==> config.mk <==
export PLATFORM = sky130hd
export DESIGN_NAME = perf_mon_unit
export DESIGN_NICKNAME = d
export VERILOG_FILES = /design/src/rtl/pmu_pkg.sv /design/src/rtl/pmu_prescale.sv /design/src/rtl/pmu_counter.sv /design/src/rtl/perf_mon_unit.sv
export SDC_FILE = /design/constraint.sdc
export NUM_CORES = 1
export LEC_CHECK = 0
export ABC_AREA = 1
export CAP_MARGIN = 20
export CORE_MARGIN = 2
export CORE_UTILIZATION = 29
export CTS_BUF_LIST = sky130_fd_sc_hd__clkbuf_16
export CTS_CLUSTER_SIZE = 28
export DETAILED_ROUTE_END_ITERATION = 12
export DONT_BUFFER_PORTS = 1
export PLACE_DENSITY = 0.54
export SLEW_MARGIN = 10
export SYNTH_ARGS = -nofsm -noshare
export SYNTH_HDL_FRONTEND = slang
export SYNTH_SLANG_ARGS = --single-unit
export TNS_END_PERCENT = 5
==> constraint.sdc <==
create_clock -name clk -period 3.75 [get_ports clk]
set_input_delay 0.75 -clock clk [delete_from_list [all_inputs] [get_ports clk]]
set_output_delay 0.75 -clock clk [all_outputs]
set_load 0.01 [all_outputs]
==> src/rtl/pmu_pkg.sv <==
`timescale 1ns/1ps
package pmu_pkg;
    localparam int SEL_W   = 8;
    localparam int NUM_EVT = 1 << SEL_W;
    localparam int NCNT    = 3;

    // Counter slots; the slot order matches the flag and enable bit order.
    localparam int SLOT_EV0 = 0;
    localparam int SLOT_EV1 = 1;
    localparam int SLOT_CYC = 2;

    // Control word bit positions
    localparam int B_EN    = 0;
    localparam int B_CLREV = 1;
    localparam int B_CLRCY = 2;
    localparam int B_DIV   = 3;
    localparam int B_IE    = 4;
    localparam int B_OVF   = 8;
    localparam int B_SEL0  = 12;
    localparam int B_SEL1  = B_SEL0 + SEL_W;

    // Register addresses
    localparam logic [1:0] A_CTL = 2'd0;
    localparam logic [1:0] A_CYC = 2'd1;
    localparam logic [1:0] A_EV0 = 2'd2;
    localparam logic [1:0] A_EV1 = 2'd3;

    typedef struct packed {
        logic             en;
        logic             div;
        logic [NCNT-1:0]  ie;
        logic [NCNT-1:0]  ovf;
        logic [SEL_W-1:0] sel0;
        logic [SEL_W-1:0] sel1;
    } ctl_t;
endpackage

==> src/rtl/pmu_prescale.sv <==
`timescale 1ns/1ps
module pmu_prescale #(
    parameter int PRE_W = 6
) (
    input  logic clk,
    input  logic rst_n,
    input  logic clr_i,
    input  logic run_i,
    output logic tick_o
);
    logic [PRE_W-1:0] div_d, div_q;

    always_comb begin
        div_d  = div_q;
        tick_o = run_i && (&div_q);
        if (clr_i)      div_d = '0;
        else if (run_i) div_d = div_q + 1'b1;
    end

    always_ff @(posedge clk or negedge rst_n) begin
        if (!rst_n) div_q <= '0;
        else        div_q <= div_d;
    end
endmodule

==> src/rtl/pmu_counter.sv <==
`timescale 1ns/1ps
module pmu_counter #(
    parameter int W = 32
) (
    input  logic         clk,
    input  logic         rst_n,
    input  logic         load_i,
    input  logic [W-1:0] load_val_i,
    input  logic         clr_i,
    input  logic         inc_i,
    output logic [W-1:0] count_o,
    output logic         wrap_o
);
    logic [W-1:0] cnt_d, cnt_q;

    always_comb begin
        cnt_d  = cnt_q;
        wrap_o = 1'b0;
        if (load_i) begin
            cnt_d = load_val_i;
        end else if (clr_i) begin
            cnt_d = '0;
        end else if (inc_i) begin
            cnt_d  = cnt_q + 1'b1;
            wrap_o = &cnt_q;
        end
    end

    always_ff @(posedge clk or negedge rst_n) begin
        if (!rst_n) cnt_q <= '0;
        else        cnt_q <= cnt_d;
    end

    assign count_o = cnt_q;
endmodule

==> src/rtl/perf_mon_unit.sv <==
`timescale 1ns/1ps
module perf_mon_unit
    import pmu_pkg::*;
#(
    parameter int CNT_W = 32,
    parameter int PRE_W = 6
) (
    input  logic               clk,
    input  logic               rst_n,
    input  logic               reg_wr,
    input  logic [1:0]         reg_addr,
    input  logic [CNT_W-1:0]   reg_wdata,
    output logic [CNT_W-1:0]   reg_rdata,
    input  logic [NUM_EVT-1:0] evt_bus,
    output logic               irq
);
    ctl_t ctl_d, ctl_q;

    logic                        ctl_wr;
    logic                        clr_ev, clr_cy;
    logic                        pre_tick;
    logic [NCNT-1:0]             inc, load, clr, wrap;
    logic [NCNT-1:0][CNT_W-1:0]  cnt;

    assign ctl_wr = reg_wr && (reg_addr == A_CTL);
    assign clr_ev = ctl_wr && reg_wdata[B_CLREV];
    assign clr_cy = ctl_wr && reg_wdata[B_CLRCY];

    pmu_prescale #(.PRE_W(PRE_W)) u_pre (
        .clk    (clk),
        .rst_n  (rst_n),
        .clr_i  (clr_cy),
        .run_i  (ctl_q.en),
        .tick_o (pre_tick)
    );

    // Per-slot increment, load and clear sources
    always_comb begin
        inc[SLOT_EV0]  = ctl_q.en && evt_bus[ctl_q.sel0];
        inc[SLOT_EV1]  = ctl_q.en && evt_bus[ctl_q.sel1];
        inc[SLOT_CYC]  = ctl_q.en && (!ctl_q.div || pre_tick);
        load[SLOT_EV0] = reg_wr && (reg_addr == A_EV0);
        load[SLOT_EV1] = reg_wr && (reg_addr == A_EV1);
        load[SLOT_CYC] = reg_wr && (reg_addr == A_CYC);
        clr[SLOT_EV0]  = clr_ev;
        clr[SLOT_EV1]  = clr_ev;
        clr[SLOT_CYC]  = clr_cy;
    end

    for (genvar i = 0; i < NCNT; i++) begin : g_cnt
        pmu_counter #(.W(CNT_W)) u_cnt (
            .clk        (clk),
            .rst_n      (rst_n),
            .load_i     (load[i]),
            .load_val_i (reg_wdata),
            .clr_i      (clr[i]),
            .inc_i      (inc[i]),
            .count_o    (cnt[i]),
            .wrap_o     (wrap[i])
        );
    end

    // Control next state: fields load on a control write, flags are
    // write-one-to-clear, and a new wrap on the same edge wins over the clear.
    always_comb begin
        ctl_d = ctl_q;
        if (ctl_wr) begin
            ctl_d.en   = reg_wdata[B_EN];
            ctl_d.div  = reg_wdata[B_DIV];
            ctl_d.ie   = reg_wdata[B_IE +: NCNT];
            ctl_d.sel0 = reg_wdata[B_SEL0 +: SEL_W];
            ctl_d.sel1 = reg_wdata[B_SEL1 +: SEL_W];
            ctl_d.ovf  = ctl_q.ovf & ~reg_wdata[B_OVF +: NCNT];
        end
        ctl_d.ovf = ctl_d.ovf | wrap;
    end

    always_ff @(posedge clk or negedge rst_n) begin
        if (!rst_n) ctl_q <= '0;
        else        ctl_q <= ctl_d;
    end

    // Read mux
    always_comb begin
        reg_rdata = '0;
        unique case (reg_addr)
            A_CTL: begin
                reg_rdata[B_EN]                = ctl_q.en;
                reg_rdata[B_DIV]               = ctl_q.div;
                reg_rdata[B_IE +: NCNT]        = ctl_q.ie;
                reg_rdata[B_OVF +: NCNT]       = ctl_q.ovf;
                reg_rdata[B_SEL0 +: SEL_W]     = ctl_q.sel0;
                reg_rdata[B_SEL1 +: SEL_W]     = ctl_q.sel1;
            end
            A_CYC:   reg_rdata = cnt[SLOT_CYC];
            A_EV0:   reg_rdata = cnt[SLOT_EV0];
            default: reg_rdata = cnt[SLOT_EV1];
        endcase
    end

    assign irq = |(ctl_q.ovf & ctl_q.ie);
endmodule

==> flow_summary.yaml <==
logic_synthesis:
  ys.flop_type: "dfrtp_1"
  syn_inst: 2441
  synth_edf_count: 0
  ys_seq_elements: 126
  synth_area_per_cell_um2: 5.71
  async_reset_ff_frac: 1.00
  synthDistinctLibCells: 49
  yosysWarnings: 0
  syn_area_um2: 13900
  syn-num-nets: 2738
  seq_area_frac_synth: 0.226
global_route:
  antenna_found_initial: 1
  grt_use_total: 0.269
  grt_max_degree: 131
  first_global_vias: 16409
  overflow: 0
  grt_pass1_wl_um: 104000
drt:
  num_vias: 17636
  drc: 0
  drtIter0Drc: 2359
  firstDrtPassIters: 7
  avgViaCountPerCell: 5.94
  wire_per_inst_um: 23.3
  ant_nets: 0
  wirelength_um: 69200
clocking:
  clockBufferDepth: 2
  clkTransAtPathRegs_ns: 0.06
  cts_tree: "done"
  post_cts_buffers: 0
  worstSkewPairLatency_ns: 0.43
  cts_max_level: 4
  cts.hold.buffers_added: 0
  root_buffer: "clkbuf_16"
  cts_buffers: 17
  cts_resized: 0
  cts_sinks: 126
power:
  switching_share: 0.501
  p_sw_mw: 4.22
  p_seq_frac: 0.297
  peakVddDrop_mv: 0.304
  p_per_area_nw_per_um2: 567
  p_comb_frac: 0.492
  design_power_total_mw: 8.42
  pwr-share-clk: 0.211
  p_int_mw: 4.20
  leakagePower_nw: 6.80
floorplanning:
  dieArea_um2: 49800
  die_y_um: 223
  start_util: 0.293
  die_w_um: 223
  rows: 80
  coreArea_um2: 47600
  ios: 326
setup_path:
  critPathMostFrequentCell: "inv_1"
  critical_path.max_stage_delay_ns: 0.55
  cp-start-kind: "input pin"
  crit_required_ns: 3.00
  critPathCaptureType: "output port"
  critical-path-slowest-cell: "nand2_1"
  path_class: "input pin to output port"
  crit_chain: "inv_1, nand2_1, inv_1, a221oi_1, o21ai_0"
  cp_max_fo: 18
  arrival_ns: 2.43
sta:
  drv_slew: 0
  skew_ns: 0.00942
  max_freq_mhz: 314
  setup_viol: 0
  hold_slack_ns: 0.0153
  rsz0062_at_grt: "no"
  max_slew_margin: 0.312
  tightestPinTransition_ns: 1.03
  fin_crit_sh: 0.848
  fin_crit_ns: 3.18
  setup_tns_ns: 0
  final_hold_viol_count: 0
final_layout:
  drive_gt1_frac: 0.0455
  post-route-util: 0.312
  area_growth_pct: 6.51
  final_nets: 2637
  n_fill_cell: 5332
  seq_area_um2: 3160
  fin_cells: 2969
  multi_input_area_um2: 9200
placement:
  numPortBuffers: 0
  place.gp.congestion: 0.988
  dp_hpwl_um: 50500
  dp.cells: 2934
hold_path:
  hold_path.class: "input pin to async pin"
job:
  maxCapViolations: 0
run_status:
  status: "complete, no violations"
-- routing by layer --
metal	wire (µm)	GRT usage	up-vias
li1	-	-	8007
met2	30600	0.424	1181
met5	0	0	-
met4	3690	0.131	0
met1	26900	0.344	8233
met3	7980	0.0677	215
-- path summary, 6_finish.rpt --
check | cells after the start | start | endpoint | slack (ns)
worst min register to register | 1 | u_pre.div_q[5] | u_pre.div_q[5] | 0.47
min in group clk | 2 | reg_wdata[18] | g_cnt[2].u_cnt.count_o[18] | 0.47
worst max-delay path | 5 | reg_addr[1] | reg_rdata[19] | 0.57
worst max register to register | 17 | ctl_q[8] | g_cnt[0].u_cnt.count_o[29] | 0.66
worst min-delay path | 0 | rst_n | g_cnt[2].u_cnt.count_o[24] | 0.02
max in group asynchronous | 1 | rst_n | g_cnt[2].u_cnt.count_o[25] | 2.97
-- critical path, delay by kind of cell --
| family | cells | cell delay, ns |
|---|---|---|
| buffers and inverters | 2 | 0.16 |
| AND/OR/NAND/NOR | 1 | 0.55 |
| AO/OA/AOI/OAI | 2 | 0.96 |
-- cell families (layout without fill, tap and decap cells) --
family                   count (synthesis)  after routing  share of synthesized area
flip-flops                             126            126                      0.226
other                                    0              1                          0
buffers and inverters                  337            249                      0.115
AO/OA/AOI/OAI                          307            307                      0.130
AND/OR/NAND/NOR                       1653           1653                      0.516
XOR/XNOR                                14             14                    0.00879
adder cells (fa/ha/maj)                  4              4                    0.00359
-- cell usage after synthesis, drive strengths merged, types with 4 or more instances --
cell type,instances,share of area
ha,4,0.0036
o21ai,114,0.041
a21oi,67,0.024
nor2,98,0.028
clkbuf,57,0.015
buf,106,0.053
a221oi,4,0.0025
a31oi,7,0.0031
nand3,593,0.21
nor4,11,0.0049
o32ai,6,0.0038
dfrtp,126,0.23
inv,173,0.047
xor2,10,0.0063
xnor2,4,0.0025
o211ai,11,0.0059
o221ai,9,0.0057
o22ai,53,0.024
a22oi,23,0.012
nor3,38,0.016
nand2,883,0.24
nand4,22,0.0099
-- layout by cell type, fill, tap and decap left out, types with 23 or more instances in the layout --
cell,count
nor2_1,89
o21ai_0,111
nand2_1,875
dfrtp_1,122
inv_1,168
a22oi_1,23
buf_4,31
nor3_1,33
nand3_1,593
a21oi_1,67
o22ai_1,53
-- stage by stage --
step | area, µm² | worst slack, ns
floorplan | 13900 | 1.31
global placement | 14200 | 0.747
detailed placement | 14200 | 0.744
CTS | 14800 | 0.767
global route | 14900 | 0.498
finish | 14900 | 0.569
-- sequential cells by signal, summed over array words and instances (netlist names) --
register / cells
g_cnt.u_cnt.count_o: 96
ctl_q: 24
u_pre.div_q: 6
-- power by group through the flow --
stage	Combinational [mW]	Sequential, mW	Clock [mW]
3_5_place_dp	4.03	2.49	0
3_3_place_gp	3.99	2.49	0
6_report	4.14	2.50	1.78
2_1_floorplan	3.02	2.27	0
5_1_grt	4.56	2.57	1.84
4_1_cts	4.05	2.47	1.79
-- layout make-up --
type | instances | share of cell area
diodes | 1 | 0.000168
clock buffers | 17 | 0.0286
clock inverters | 15 | 0.0126
inverters | 174 | 0.0441
multi-input cells | 1978 | 0.619
flip-flops and latches | 126 | 0.213
well taps | 615 | 0.0518
repair buffers | 43 | 0.0305
No activity file was read; power rests on OpenSTA's default activity.
